<file path="src/rtl/i2cm_pkg.sv">
package i2cm_pkg;

    localparam int BYTE_W = 8;
    localparam int DIV_W  = 4;

    localparam logic [1:0] OFS_CTRL = 2'd0;
    localparam logic [1:0] OFS_STAT = 2'd1;
    localparam logic [1:0] OFS_DATA = 2'd2;
    localparam logic [1:0] OFS_OWN  = 2'd3;

    // control register bit positions
    localparam int C_ACK  = 7;
    localparam int C_PRE  = 6;
    localparam int C_IEN  = 5;
    localparam int C_PEND = 4;

    // status register bit positions
    localparam int S_MODE_HI = 7;
    localparam int S_MODE_TX = 6;
    localparam int S_SS      = 5;
    localparam int S_EN      = 4;
    localparam int S_ACK     = 0;

    typedef enum logic [2:0] {
        SQ_IDLE,
        SQ_START,
        SQ_BIT,
        SQ_HOLD,
        SQ_RSTART,
        SQ_STOP
    } seq_state_e;

    typedef struct packed {
        seq_state_e         st;
        logic [1:0]         q;
        logic [3:0]         bitc;
        logic [BYTE_W-1:0]  sh;
        logic               tx;
        logic               scl;
        logic               sda;
        logic               ackb;
    } seq_reg_t;

    typedef struct packed {
        logic               ack_en;
        logic               pre_hi;
        logic               ien;
        logic               pend;
        logic [DIV_W-1:0]   div;
        logic [1:0]         mode;
        logic               ss;
        logic               txen;
        logic               ackf;
        logic               rs;
        logic [BYTE_W-1:0]  data;
        logic [BYTE_W-1:0]  own;
    } regs_t;

endpackage

</file>
<file path="src/rtl/i2cm_tick.sv">
module i2cm_tick
    import i2cm_pkg::*;
#(
    parameter int PRE_LO = 16,
    parameter int PRE_HI = 512
) (
    input  logic             clk,
    input  logic             rst_n,
    input  logic             run,
    input  logic             pre_hi,
    input  logic [DIV_W-1:0] div,
    output logic             tick
);
    // one tick per quarter of an SCL period
    localparam int QLO    = PRE_LO / 4;
    localparam int QHI    = PRE_HI / 4;
    localparam int MAXLEN = QHI * (2 ** DIV_W);
    localparam int CW     = $clog2(MAXLEN + 1);

    logic [CW-1:0] cnt_d, cnt_q;
    logic [CW-1:0] base;
    logic [CW-1:0] len;
    logic          at_end;

    always_comb begin
        base   = pre_hi ? CW'(QHI) : CW'(QLO);
        len    = base * ({{(CW-DIV_W){1'b0}}, div} + CW'(1));
        at_end = (cnt_q == len - CW'(1));
        tick   = run && at_end;
        if (!run || at_end) begin
            cnt_d = '0;
        end else begin
            cnt_d = cnt_q + CW'(1);
        end
    end

    always_ff @(posedge clk or negedge rst_n) begin
        if (!rst_n) begin
            cnt_q <= '0;
        end else begin
            cnt_q <= cnt_d;
        end
    end

endmodule

</file>
<file path="src/rtl/i2cm_seq.sv">
module i2cm_seq
    import i2cm_pkg::*;
(
    input  logic              clk,
    input  logic              rst_n,
    input  logic              tick,
    input  logic              go_start,
    input  logic              go_resume,
    input  logic              want_stop,
    input  logic              want_restart,
    input  logic              tx_mode,
    input  logic              ack_en,
    input  logic [BYTE_W-1:0] tx_byte,
    input  logic              sda_in,
    output logic              scl_rel,
    output logic              sda_rel,
    output logic              busy,
    output logic              run,
    output logic              in_bit,
    output logic              byte_done,
    output logic              done_tx,
    output logic [BYTE_W-1:0] rx_byte,
    output logic              ack_seen
);
    localparam logic [3:0] ACK_SLOT = 4'(BYTE_W);

    seq_reg_t r_q, r_d;

    always_comb begin
        r_d       = r_q;
        byte_done = 1'b0;
        unique case (r_q.st)
            SQ_IDLE: begin
                r_d.scl = 1'b1;
                r_d.sda = 1'b1;
                if (go_start) begin
                    r_d.st  = SQ_START;
                    r_d.q   = 2'd0;
                    r_d.sda = 1'b0;          // SDA falls, SCL high
                    r_d.sh  = tx_byte;
                end
            end
            SQ_START: begin
                if (tick) begin
                    r_d.q = r_q.q + 2'd1;
                    if (r_q.q == 2'd1) begin
                        r_d.scl  = 1'b0;
                        r_d.st   = SQ_BIT;
                        r_d.q    = 2'd0;
                        r_d.bitc = 4'd0;
                        r_d.tx   = 1'b1;
                    end
                end
            end
            SQ_BIT: begin
                if (tick) begin
                    r_d.q = r_q.q + 2'd1;
                    unique case (r_q.q)
                        2'd0: begin
                            if (r_q.bitc == ACK_SLOT) begin
                                r_d.sda = r_q.tx ? 1'b1 : !ack_en;
                            end else begin
                                r_d.sda = r_q.tx ? r_q.sh[BYTE_W-1] : 1'b1;
                            end
                        end
                        2'd1: r_d.scl = 1'b1;
                        2'd2: begin
                            if (r_q.bitc == ACK_SLOT) begin
                                r_d.ackb = sda_in;
                            end else begin
                                r_d.sh = {r_q.sh[BYTE_W-2:0], sda_in};
                            end
                        end
                        default: begin
                            r_d.scl = 1'b0;
                            if (r_q.bitc == ACK_SLOT) begin
                                r_d.st    = SQ_HOLD;
                                byte_done = 1'b1;
                            end else begin
                                r_d.bitc = r_q.bitc + 4'd1;
                            end
                        end
                    endcase
                end
            end
            SQ_HOLD: begin
                if (go_resume) begin
                    r_d.q = 2'd0;
                    if (want_stop) begin
                        r_d.st = SQ_STOP;
                    end else if (want_restart) begin
                        r_d.st = SQ_RSTART;
                    end else begin
                        r_d.st   = SQ_BIT;
                        r_d.bitc = 4'd0;
                        r_d.sh   = tx_byte;
                        r_d.tx   = tx_mode;
                    end
                end
            end
            SQ_RSTART: begin
                if (tick) begin
                    r_d.q = r_q.q + 2'd1;
                    unique case (r_q.q)
                        2'd0: r_d.sda = 1'b1;
                        2'd1: r_d.scl = 1'b1;
                        2'd2: r_d.sda = 1'b0;
                        default: begin
                            r_d.scl  = 1'b0;
                            r_d.st   = SQ_BIT;
                            r_d.bitc = 4'd0;
                            r_d.sh   = tx_byte;
                            r_d.tx   = 1'b1;
                        end
                    endcase
                end
            end
            SQ_STOP: begin
                if (tick) begin
                    r_d.q = r_q.q + 2'd1;
                    unique case (r_q.q)
                        2'd0: r_d.sda = 1'b0;
                        2'd1: r_d.scl = 1'b1;
                        default: begin
                            r_d.sda = 1'b1;
                            r_d.st  = SQ_IDLE;
                        end
                    endcase
                end
            end
            default: r_d.st = SQ_IDLE;
        endcase

        scl_rel  = r_q.scl;
        sda_rel  = r_q.sda;
        busy     = (r_q.st != SQ_IDLE);
        run      = (r_q.st == SQ_START) || (r_q.st == SQ_BIT) ||
                   (r_q.st == SQ_RSTART) || (r_q.st == SQ_STOP);
        in_bit   = (r_q.st == SQ_BIT);
        done_tx  = r_q.tx;
        rx_byte  = r_q.sh;
        ack_seen = r_q.ackb;
    end

    always_ff @(posedge clk or negedge rst_n) begin
        if (!rst_n) begin
            r_q      <= '0;
            r_q.st   <= SQ_IDLE;
            r_q.scl  <= 1'b1;
            r_q.sda  <= 1'b1;
            r_q.ackb <= 1'b0;
        end else begin
            r_q <= r_d;
        end
    end

endmodule

</file>
<file path="src/rtl/i2cm_regs.sv">
module i2cm_regs
    import i2cm_pkg::*;
(
    input  logic              clk,
    input  logic              rst_n,
    input  logic              wr_en,
    input  logic [1:0]        addr,
    input  logic [BYTE_W-1:0] wdata,
    output logic [BYTE_W-1:0] rdata,
    input  logic              busy,
    input  logic              byte_done,
    input  logic              done_tx,
    input  logic [BYTE_W-1:0] rx_byte,
    input  logic              ack_seen,
    output logic              go_start,
    output logic              go_resume,
    output logic              want_stop,
    output logic              want_restart,
    output logic              tx_mode,
    output logic              ack_en,
    output logic              pre_hi,
    output logic [DIV_W-1:0]  div,
    output logic [BYTE_W-1:0] tx_byte,
    output logic              pend,
    output logic              irq
);
    regs_t g_q, g_d;
    logic  wr_ctrl, wr_stat, wr_data, wr_own;

    always_comb begin
        g_d     = g_q;
        wr_ctrl = wr_en && (addr == OFS_CTRL);
        wr_stat = wr_en && (addr == OFS_STAT);
        wr_data = wr_en && (addr == OFS_DATA);
        wr_own  = wr_en && (addr == OFS_OWN);

        go_start  = wr_stat && wdata[S_MODE_HI] && wdata[S_SS] &&
                    wdata[S_EN] && !busy;
        go_resume = wr_ctrl && !wdata[C_PEND] && g_q.pend;

        if (wr_ctrl) begin
            g_d.ack_en = wdata[C_ACK];
            g_d.pre_hi = wdata[C_PRE];
            g_d.ien    = wdata[C_IEN];
            g_d.div    = wdata[DIV_W-1:0];
            g_d.pend   = g_q.pend && wdata[C_PEND];
        end
        if (go_resume) begin
            g_d.rs = 1'b0;
        end
        if (wr_stat) begin
            g_d.mode = wdata[S_MODE_HI:S_MODE_TX];
            g_d.ss   = wdata[S_SS];
            g_d.txen = wdata[S_EN];
            g_d.rs   = busy && wdata[S_SS];
        end
        if (wr_data) begin
            g_d.data = wdata;
        end
        if (wr_own) begin
            g_d.own = wdata;
        end
        if (byte_done) begin
            g_d.pend = 1'b1;
            if (done_tx) begin
                g_d.ackf = ack_seen;
            end else begin
                g_d.data = rx_byte;
            end
        end

        unique case (addr)
            OFS_CTRL: rdata = {g_q.ack_en, g_q.pre_hi, g_q.ien, g_q.pend, g_q.div};
            OFS_STAT: rdata = {g_q.mode, busy, g_q.txen, 3'b000, g_q.ackf};
            OFS_DATA: rdata = g_q.data;
            default:  rdata = g_q.own;
        endcase

        want_stop    = !g_q.ss;
        want_restart = g_q.rs;
        tx_mode      = g_q.mode[0];
        ack_en       = g_q.ack_en;
        pre_hi       = g_q.pre_hi;
        div          = g_q.div;
        tx_byte      = g_q.data;
        pend         = g_q.pend;
        irq          = g_q.pend && g_q.ien;
    end

    always_ff @(posedge clk or negedge rst_n) begin
        if (!rst_n) begin
            g_q <= '0;
        end else begin
            g_q <= g_d;
        end
    end

endmodule

</file>
<file path="src/rtl/i2cm_byte_ctrl.sv">
module i2cm_byte_ctrl
    import i2cm_pkg::*;
#(
    parameter int PRE_LO = 16,
    parameter int PRE_HI = 512
) (
    input  logic       clk,
    input  logic       rst_n,
    input  logic       reg_wr,
    input  logic [1:0] reg_addr,
    input  logic [7:0] reg_wdata,
    output logic [7:0] reg_rdata,
    output logic       irq,
    output logic       scl_drive_low,
    output logic       sda_drive_low,
    input  logic       sda_in
);
    logic              tick_w, run_w, busy_w, in_bit_w, done_w, done_tx_w;
    logic              ack_seen_w, scl_rel_w, sda_rel_w;
    logic              go_start_w, go_resume_w, want_stop_w, want_restart_w;
    logic              tx_mode_w, ack_en_w, pre_hi_w, pend_w;
    logic [DIV_W-1:0]  div_w;
    logic [BYTE_W-1:0] rx_byte_w, tx_byte_w;

    i2cm_tick #(.PRE_LO(PRE_LO), .PRE_HI(PRE_HI)) u_tick (
        .clk    (clk),
        .rst_n  (rst_n),
        .run    (run_w),
        .pre_hi (pre_hi_w),
        .div    (div_w),
        .tick   (tick_w)
    );

    i2cm_regs u_regs (
        .clk          (clk),
        .rst_n        (rst_n),
        .wr_en        (reg_wr),
        .addr         (reg_addr),
        .wdata        (reg_wdata),
        .rdata        (reg_rdata),
        .busy         (busy_w),
        .byte_done    (done_w),
        .done_tx      (done_tx_w),
        .rx_byte      (rx_byte_w),
        .ack_seen     (ack_seen_w),
        .go_start     (go_start_w),
        .go_resume    (go_resume_w),
        .want_stop    (want_stop_w),
        .want_restart (want_restart_w),
        .tx_mode      (tx_mode_w),
        .ack_en       (ack_en_w),
        .pre_hi       (pre_hi_w),
        .div          (div_w),
        .tx_byte      (tx_byte_w),
        .pend         (pend_w),
        .irq          (irq)
    );

    i2cm_seq u_seq (
        .clk          (clk),
        .rst_n        (rst_n),
        .tick         (tick_w),
        .go_start     (go_start_w),
        .go_resume    (go_resume_w),
        .want_stop    (want_stop_w),
        .want_restart (want_restart_w),
        .tx_mode      (tx_mode_w),
        .ack_en       (ack_en_w),
        .tx_byte      (tx_byte_w),
        .sda_in       (sda_in),
        .scl_rel      (scl_rel_w),
        .sda_rel      (sda_rel_w),
        .busy         (busy_w),
        .run          (run_w),
        .in_bit       (in_bit_w),
        .byte_done    (done_w),
        .done_tx      (done_tx_w),
        .rx_byte      (rx_byte_w),
        .ack_seen     (ack_seen_w)
    );

    assign scl_drive_low = !scl_rel_w;
    assign sda_drive_low = !sda_rel_w;

endmodule

</file>
<file path="config.mk">
export PLATFORM = sky130hd
export DESIGN_NAME = i2cm_byte_ctrl
export DESIGN_NICKNAME = d
export VERILOG_FILES = /design/src/rtl/i2cm_pkg.sv /design/src/rtl/i2cm_tick.sv /design/src/rtl/i2cm_seq.sv /design/src/rtl/i2cm_regs.sv /design/src/rtl/i2cm_byte_ctrl.sv
export SDC_FILE = /design/constraint.sdc
export NUM_CORES = 1
export LEC_CHECK = 0
export BUFFER_PORTS_ARGS = -buffer_cell sky130_fd_sc_hd__buf_4
export CAP_MARGIN = 5
export CORE_UTILIZATION = 42
export DETAILED_ROUTE_END_ITERATION = 8
export GPL_TIMING_DRIVEN = 0
export SLEW_MARGIN = 10
export SYNTH_ARGS = -nofsm -noshare
export SYNTH_HDL_FRONTEND = slang
export SYNTH_SLANG_ARGS = --single-unit
</file>
<file path="constraint.sdc">
create_clock -name clk -period 4.2 [get_ports clk]
set_input_delay 0.21 -clock clk [delete_from_list [all_inputs] [get_ports clk]]
set_output_delay 0.21 -clock clk [all_outputs]
set_load 0.03 [all_outputs]
</file>
# Word level (Yosys, flattened, before mapping)
# Index checks and enable logic that the tools add are counted.
[totals] ff_bits=63 elab_cells=163
[classes] n_addsub=5 mul=1 n_eq_ne=31 n_mux=57 reduce_logical=48
[ops] op="$mux 8" n=7
[ops] op="$mux 13" n=3
[ops] op="$pmux 8 s4" n=1
[ops] op="$ne 2x2->1 const B" n=13
[ops] op="$pmux 8 s3" n=1
[ops] op="$reduce_and 11->1" n=2
[ops] op="$mux 3" n=7
[ops] op="$reduce_and 7->1" n=3
[ops] op="$mux 20" n=1
[ops] op="$mux 18" n=1
[ops] op="$mux 9" n=2
[ops] op="$pmux 3 s6" n=1
[ops] op="$mux 17" n=1
[ops] op="$pmux 4 s4" n=1
[ops] op="$mux 1" n=15
[ops] op="$mux 5" n=3
[ops] op="$logic_and 1x1->1" n=14
[ops] op="$add 12x1->12 const B" n=1
[ops] op="$eq 12x12->1" n=1
[ops] op="$mul 12x12->12" n=1
[ops] op="$mux 12" n=1
[ops] op="$pmux 2 s6" n=1
[ops] op="$reduce_bool 4->1" n=3
[ops] op="$sub 12x1->12 const B" n=1
[ops] op="other kinds (31)" n=57

# Longest topological paths before layout
# Gate-level depths: netlist of the first run.
[logic_depth] ltp_word=8 ltp_mapped=17 depth_no_buf=15

# Modules after synthesis
# From an unflattened synthesis of the first run, not the netlist that was laid out.
[hier_totals] hier_cells=461 area_unflattened_um2=4501.8
[by_module_without_submodules] module="i2cm_seq" instances=1 cells_each=187 area_per_inst_um2=1681.6 seq_area_each_um2=528.0
[by_module_without_submodules] module="i2cm_regs" instances=1 cells_each=128 area_per_inst_um2=1544.0 seq_area_each_um2=750.7
[by_module_without_submodules] module="i2cm_tick" instances=1 cells_each=144 area_per_inst_um2=1268.7 seq_area_each_um2=300.3
[by_module_without_submodules] module="i2cm_byte_ctrl" instances=1 cells_each=2 area_per_inst_um2=7.5 seq_area_each_um2=0.0

# Least setup slack after synthesis of the first run
# No wires, ideal clock.
[synth_timing] path_kind="flip-flop to flip-flop" startpoint="register u_regs.g_q (netlist bit u_regs.div[0])" endpoint="register u_seq.r_q[20] (netlist name)" setup_ns=0.125 arrival_time_ns=4.072 t_required_ns=4.075 slack_ns=0.003 stages_incl_launch_ff=16 n_path_buf=0 path_cell_list="dfrtp_1 > ha_1 > xor2_1 > nand2_1 > ha_1 > ha_1 > inv_1 > fa_1 > xor2_1 > o2111ai_1 > nor4_1 > o2111ai_1 > nor3_1 > o22ai_1 > or3_4 > mux2_4"
[synth_between] elab_chain_len=7
[synth_lines] item="from (decl)" line="i2cm_regs.sv:27" rtl="regs_t g_q, g_d;"
[synth_lines] item="from (signal assigned)" line="i2cm_regs.sv:94" rtl="g_q <= g_d;"
[synth_lines] item="$add 4x1->5 *" line="i2cm_tick.sv:27" rtl="len = base * ({{(CW-DIV_W){1'b0}}, div} + CW'(1));"
[synth_lines] item="$mul 12x12->12 *" line="i2cm_tick.sv:27"
[synth_lines] item="$sub 12x1->12 *" line="i2cm_tick.sv:28" rtl="at_end = (cnt_q == len - CW'(1));"
[synth_lines] item="$eq 12x12->1 *" line="i2cm_tick.sv:28"
[synth_lines] item="$logic_and 1x1->1 *" line="i2cm_tick.sv:29" rtl="tick = run && at_end;"
[synth_lines] item="$ne 2x2->1 (no line)"
[synth_lines] item="$reduce_and 11->1 (no line) *"
[synth_lines] item="to (signal assigned)" line="i2cm_seq.sv:153" rtl="r_q <= r_d;"
[synth_lines] item="to (decl)" line="i2cm_seq.sv:27" rtl="seq_reg_t r_q, r_d;"
# Mark *: on every way between the ends. The rest lies on a longest branch, timed or not.
# A chain may end at the register's enable or synchronous reset.

# Worst setup path in the final report of the first run
[layout_timing] startpoint="register u_regs.g_q (netlist bit u_regs.div[1])" endpoint="register u_seq.r_q[20] (netlist name)"
# Same word-level chain as after synthesis.

==> reports/summary.txt, run 1 <==
Post-Route Utilization -> 0.5338
FF-to-FF Start -> u_regs.div[1]
Ports -> 25
Clock Path Buffers -> 2
Placed Instance Area -> 0.004444 mm^2
largest cells by area after synthesis -> dfrtp_1, mux2_2, ha_1
commonest non-fill, non-tap cell in the layout -> dfrtp_1
Max VDD drop -> 0.2248 mV
Area Overhead vs Synth -> 21.48%
final setup TNS -> 0 ns
Pins Over Slew Limit -> 0
Max-slew headroom -> 0.4457
root buffer cell -> clkbuf_8
min-delay src -> reg_wdata[1]
power density cells -> 429.6 mW/mm^2
Crit. End Element -> register
register area -> 0.001583 mm^2
Hold Path Class -> in -> reg
worst r2r path cells -> 16
WP data required -> 4.43 ns
status -> finished clean
synthesized net count -> 476
die area -> 0.01020 mm^2
Vias -> 3536
core footprint -> 0.009371 mm^2
Gate Count Post-Synth -> 439
Routed WL per cell -> 16.80 um
adder-cell share of the synthesized area -> 0.07414
hold depth -> 3
port bufs -> 22
largest net degree at the start of global routing -> 64
Iteration-0 DRC Markers -> 179
antenna-violating nets left -> 0
Num CTS Buffers -> 9
Fmax -> 238.6 MHz
area leader, netlist -> dfrtp_1
gr usage total -> 0.2157
RSZ-0062 raised after global routing -> yes
final setup vio count -> 0
Final Hold Vio Count -> 0
DP Cell Count -> 590
WHS Endpoint -> u_regs.div[1]
Ant. Diodes -> 0
share of cells above drive strength 1 -> 0.2606
final worst setup slack -> 0.008528 ns
most frequent cells in the layout -> dfrtp_1, nor2_1, nand2_1
Die W -> 101.0 um
Tmin final -> 4.191 ns
simple-gate share of the synthesized area -> 0.1720
Initial Utilization -> 0.4394
Core Rows -> 35
multi-input logic area -> 0.002526 mm^2
fin area -> 0.005002 mm^2
Setup CP Type -> reg -> reg
worst r2r dst -> u_seq.r_q[20]
clk slew on worst S/H paths -> 0.09 ns
Slew @ Worst Pin -> 0.8314 ns
Arr. time, crit path -> 4.42 ns
clock skew -> 0.01172 ns
GP Congestion -> 0.8636
Pleak -> 2.180 nW
number of global-route vias before repair -> 3390
crit start category -> register
fin cells -> 624
register bit count reported by yosys -> 63
Detailed Place HPWL -> 7349 um
CTS tree -> done
# H-tree levels -> 3
Post-Place Worst Slack -> -0.6330 ns
R2R Setup Slk -> 0.009 ns
register area share after synthesis -> 0.3835
synthesized area -> 0.004118 mm^2
DRC -> 0
GRT overflow -> 0
Synth Area in Compound Gates -> 0.1373
number of flops mapped to enable cells by yosys -> 0
initial antenna violation count -> 0
post-synthesis mux area share -> 0.1434
Clock Latency Late Sink -> 0.35 ns
ys flop type -> dfrtp_1
first-pass GRT wire length -> 16900 um
synth warn -> 0
share of flip-flops with an asynchronous set or reset -> 1.000
library cells used by synthesis -> 57
share of the synthesized area in the top cell type -> 0.3707
main combinational cell family by area after synthesis -> simple AND/OR/NAND/NOR gates
syn avg cell area -> 9.380 um^2
# fillers -> 882
Final Cycle Share -> 0.9980
DIE HEIGHT -> 101.0 um
nets -> 527
DRT Wirelength -> 10480 um
xor-xnor portion of the synthesized cell area -> 0.04892
Max Cap Viol -> 0
CP Max Fanout -> 6
Vias/cell -> 5.667
Hold WS -> 0.08689 ns
clk sinks -> 63
DR pass1 iterations -> 5
Power Total -> 2.149 mW
## where the power goes
part           leakage [nW]  switching (mW)  internal (mW)
Combinational          1.28           0.392          0.347
Clock                 0.127           0.275          0.415
Sequential            0.769          0.0520          0.668
Total                  2.18           0.719           1.43
## layer usage
metal  share of wire  GRT usage  wire length [um]  vias up
met1            0.46     0.2873              4834     1737
met2            0.48     0.3588              5013      112
met3           0.050    0.03953               519       10
met4           0.011    0.06243               116        0
met5               0          0                 0        -
li1                -          -                 -     1677
## worst max path at each step
stage | from | end | slack (ns) | cells after the start
floorplan | u_regs.div[0] | u_seq.r_q[20] | 0.003 | 15
CTS | u_regs.div[0] | u_seq.r_q[20] | 0.01 | 15
global route | u_regs.div[1] | u_seq.r_q[20] | -0.11 | 16
finish | u_regs.div[1] | u_seq.r_q[20] | 0.009 | 16
global placement | u_regs.div[0] | u_seq.r_q[20] | -0.66 | 15
detailed placement | u_regs.div[0] | u_seq.r_q[19] | -0.63 | 15
## worst max-delay path: stages (launching register included)
cell and delay [ns]:
dfrtp_2 0.45, nand3_1 0.10, xor2_1 0.19, or2_2 0.15
inv_1 0.04, ha_1 0.18, ha_1 0.20, ha_4 0.29
nand4_1 0.13, a21o_1 0.20, a221oi_2 0.35, xnor2_2 0.12
or4_1 0.53, buf_6 0.15, a32o_2 0.24, or3_4 0.42
mux2_4 0.30
## synth_stat cells (11+ instances only)
library cell  number
xnor2_1           11
dfrtp_1           61
a31oi_1           13
nor2_1            48
ha_1              22
clkbuf_1          14
xor2_1            12
nand3_1           19
a21oi_1           19
mux2_2            34
nand2_1           40
o21ai_0           23
inv_1             25
## cell families (layout without fill, tap and decap cells)
kind of cell | after synthesis | count (layout)
compound gates | 88 | 88
xor+xnor | 23 | 23
fa+ha+maj | 24 | 24
buf+inv | 44 | 100
flops | 63 | 63
mux | 48 | 48
simple gates | 149 | 149
## cell type report
type / count / area share
sequential: 63 / 0.3164
buffer: 17 / 0.01476
timing repair buffer: 40 / 0.06053
inverter: 27 / 0.02026
clock buffer: 10 / 0.02751
tap: 129 / 0.03227
multi-input combinational: 332 / 0.5050
clock inverter: 6 / 0.02326
## flip-flops by register name, indices dropped and copies added, names as in the netlist, 4 cells and up
name / cells
u_regs.div: 4
u_regs.g_q: 13
u_regs.tx_byte: 8
u_seq.r_q: 9
u_seq.rx_byte: 8
u_tick.cnt_q: 12
## timing repair
action / CTS / global route
hold endpoints to repair: 37 / 0
gates resized for setup: 13 / 19
setup endpoints to repair: 30 / 38
hold buffers: 1 / 0
pin swaps: 8 / 4
gates cloned: 0 / 0
buffers inserted: 9 / 8
Power figures use the tool's default switching activity.
==> inputs of run 2 (changes only) <==
--- a/config.mk
+++ b/config.mk
@@ -7,6 +7,7 @@
 export LEC_CHECK = 0
 export BUFFER_PORTS_ARGS = -buffer_cell sky130_fd_sc_hd__buf_4
 export CAP_MARGIN = 5
+export CORE_ASPECT_RATIO = 1.4
 export CORE_UTILIZATION = 42
 export DETAILED_ROUTE_END_ITERATION = 8
 export GPL_TIMING_DRIVEN = 0
==> constraint.sdc (replaced) <==
create_clock -name clk -period 5.3 [get_ports clk]
set_input_delay 0.265 -clock clk [delete_from_list [all_inputs] [get_ports clk]]
set_output_delay 0.265 -clock clk [all_outputs]
set_load 0.03 [all_outputs]
==> run 2 against run 1 <==
- via count shrank 3.3%
- combinational power shrank 37%
- die area is essentially flat
- count of clock-buffer cells in the layout grew 2
- core utilization shrank 3.3 points
- non-clock buffer count shrank 18
- global-route usage grew 0.65 points
- final area shrank 4.7%
- sequential cell count is the same
- power shrank 22%
- first-iteration DRC count grew 110%
- final cell count shrank 2.6%
- critical path type unchanged
- largest power group is now clock
==> reports/summary.txt, run 2 (same netlist as run 1, synthesis figures left out) <==
Slowest-stage cell, CP -> nor3_2
CTS Hold Buffers Added -> 0
Tmin final -> 4.747 ns
CTS tree -> done
family with the most delay on the worst path -> simple AND/OR/NAND/NOR gates
WP data required -> 5.51 ns
Pleak -> 2.092 nW
root buffer cell -> clkbuf_16
Area Overhead vs Synth -> 15.77%
clock skew -> 0.007375 ns
RSZ-0062 raised after global routing -> no
GP Congestion -> 0.8748
Routed WL per cell -> 17.13 um
Setup CP Type -> reg -> reg
Fmax -> 210.7 MHz
fin area -> 0.004767 mm^2
gr usage total -> 0.2222
Slew @ Worst Pin -> 0.8287 ns
Max VDD drop -> 0.1903 mV
DRC -> 0
top flop regs -> u_regs.g_q (13), u_tick.cnt_q (12), u_seq.r_q (9)
DIE HEIGHT -> 119.2 um
Placed Instance Area -> 0.004448 mm^2
Psw -> 518.6 uW
CP Max Fanout -> 9
sequential share of power -> 0.343
GRT overflow -> 0
Clock Path Buffers -> 2
nets -> 509
Max-slew headroom -> 0.4475
CP Cell Sequence -> ha_1, xor2_1, nand2_1, ha_1, ha_1, inv_1, fa_1, xor2_1, o2111ai_1, nor4_1, o2111ai_1, nor3_2, o22ai_1, or3_4, a211o_1
DR pass1 iterations -> 6
fin cells -> 608
Pins Over Slew Limit -> 0
Arr. time, crit path -> 4.95 ns
DRT Wirelength -> 10410 um
antenna-violating nets left -> 0
Biggest register -> u_regs.g_q
initial antenna violation count -> 0
Post-Route Utilization -> 0.5012
Switching Fraction -> 0.3090
Power Total -> 1.678 mW
Hold Path Class -> in -> async
power density cells -> 352.0 mW/mm^2
R2R Setup Slk -> 0.55 ns
Clock Latency Late Sink -> 0.33 ns
Logic pwr share -> 0.278
share of cells above drive strength 1 -> 0.1765
Detailed Place HPWL -> 7714 um
DP Cell Count -> 593
Internal -> 1.159 mW
Num CTS Buffers -> 9
commonest non-fill, non-tap cell in the layout -> dfrtp_1
most frequent cells in the layout -> dfrtp_1, nor2_1, nand2_1
clock share of power -> 0.378
Ant. Diodes -> 0
most used cell, CP -> ha_1
final setup TNS -> 0 ns
max FFs per register -> 13
CP Buf/Inv Count -> 1
final setup vio count -> 0
Vias/cell -> 5.622
Final Hold Vio Count -> 0
crit start category -> register
Worst path max stage delay -> 0.56 ns
Iteration-0 DRC Markers -> 368
clk slew on worst S/H paths -> 0.05 ns
port bufs -> 22
# H-tree levels -> 3
Crit. End Element -> register
Vias -> 3418
first-pass GRT wire length -> 17670 um
Final Cycle Share -> 0.8956
Ports -> 25
Core Rows -> 42
number of global-route vias before repair -> 3555
core footprint -> 0.009512 mm^2
Die W -> 85.69 um
clk sinks -> 63
Initial Utilization -> 0.4329
Max Cap Viol -> 0
die area -> 0.01021 mm^2
status -> finished clean
largest net degree at the start of global routing -> 64
## run 2: cell types whose count changed in the layout (fill, tap and decap cells not counted), moves of 5 or more
cell       previous run  this run
ha_1                 16        22
ha_4                  5         0
clkbuf_16             0         9
buf_4                39        22
clkbuf_8             10         1
## run 2: final timing paths
path,startpoint,to,cells after the start
worst max-delay path,u_regs.div[0],u_seq.r_q[19],15
worst min-delay path,rst_n,u_regs.g_q[21],1
worst max register to register,u_regs.div[0],u_seq.r_q[19],15
worst min register to register,u_tick.cnt_q[0],u_tick.cnt_q[0],1
max in group asynchronous,rst_n,u_tick.cnt_q[1],1
min in group clk,reg_wdata[0],u_regs.div[0],3
## run 2: stage by stage
stage / worst slack (ns) / hold WS, ns
after floorplan: 1.103 / -0.03059
after global placement: 0.3463 / 0.4066
after detailed placement: 0.2690 / 0.4175
after CTS: 0.2543 / 0.07144
after global routing: 0.04936 / 0.1031
final: 0.5531 / 0.02894
## run 2: what timing repair did
item | in CTS | in global routing
setup endpoints to repair | 0 | 3
buffers inserted | 0 | 0
resized for setup | 0 | 1
## run 2: power by group through the flow
stage,clock [mW],combinational (mW),sequential [mW]
3_3_place_gp,0,0.457,0.581
5_1_grt,0.662,0.534,0.583
2_1_floorplan,0,0.354,0.568
4_1_cts,0.642,0.469,0.576
3_5_place_dp,0,0.465,0.584
6_report,0.635,0.467,0.576
## run 2: cell type report
class	instances	area (um^2)
plain buffers	17	66.31
clock inverters	3	67.56
multi-input cells	332	2376
flip-flops and latches	63	1579
fillers	885	4745
clock buffers	12	246.5
inverters	27	101.3
well taps	132	165.2
repair buffers	22	165.2
## run 2: layer usage
layer,global-route usage,vias up,wire length [um]
met4,0.09896,0,282
met5,0,-,0
li1,-,1644,-
met3,0.03534,21,352
met2,0.3815,88,5321
met1,0.2720,1665,4456
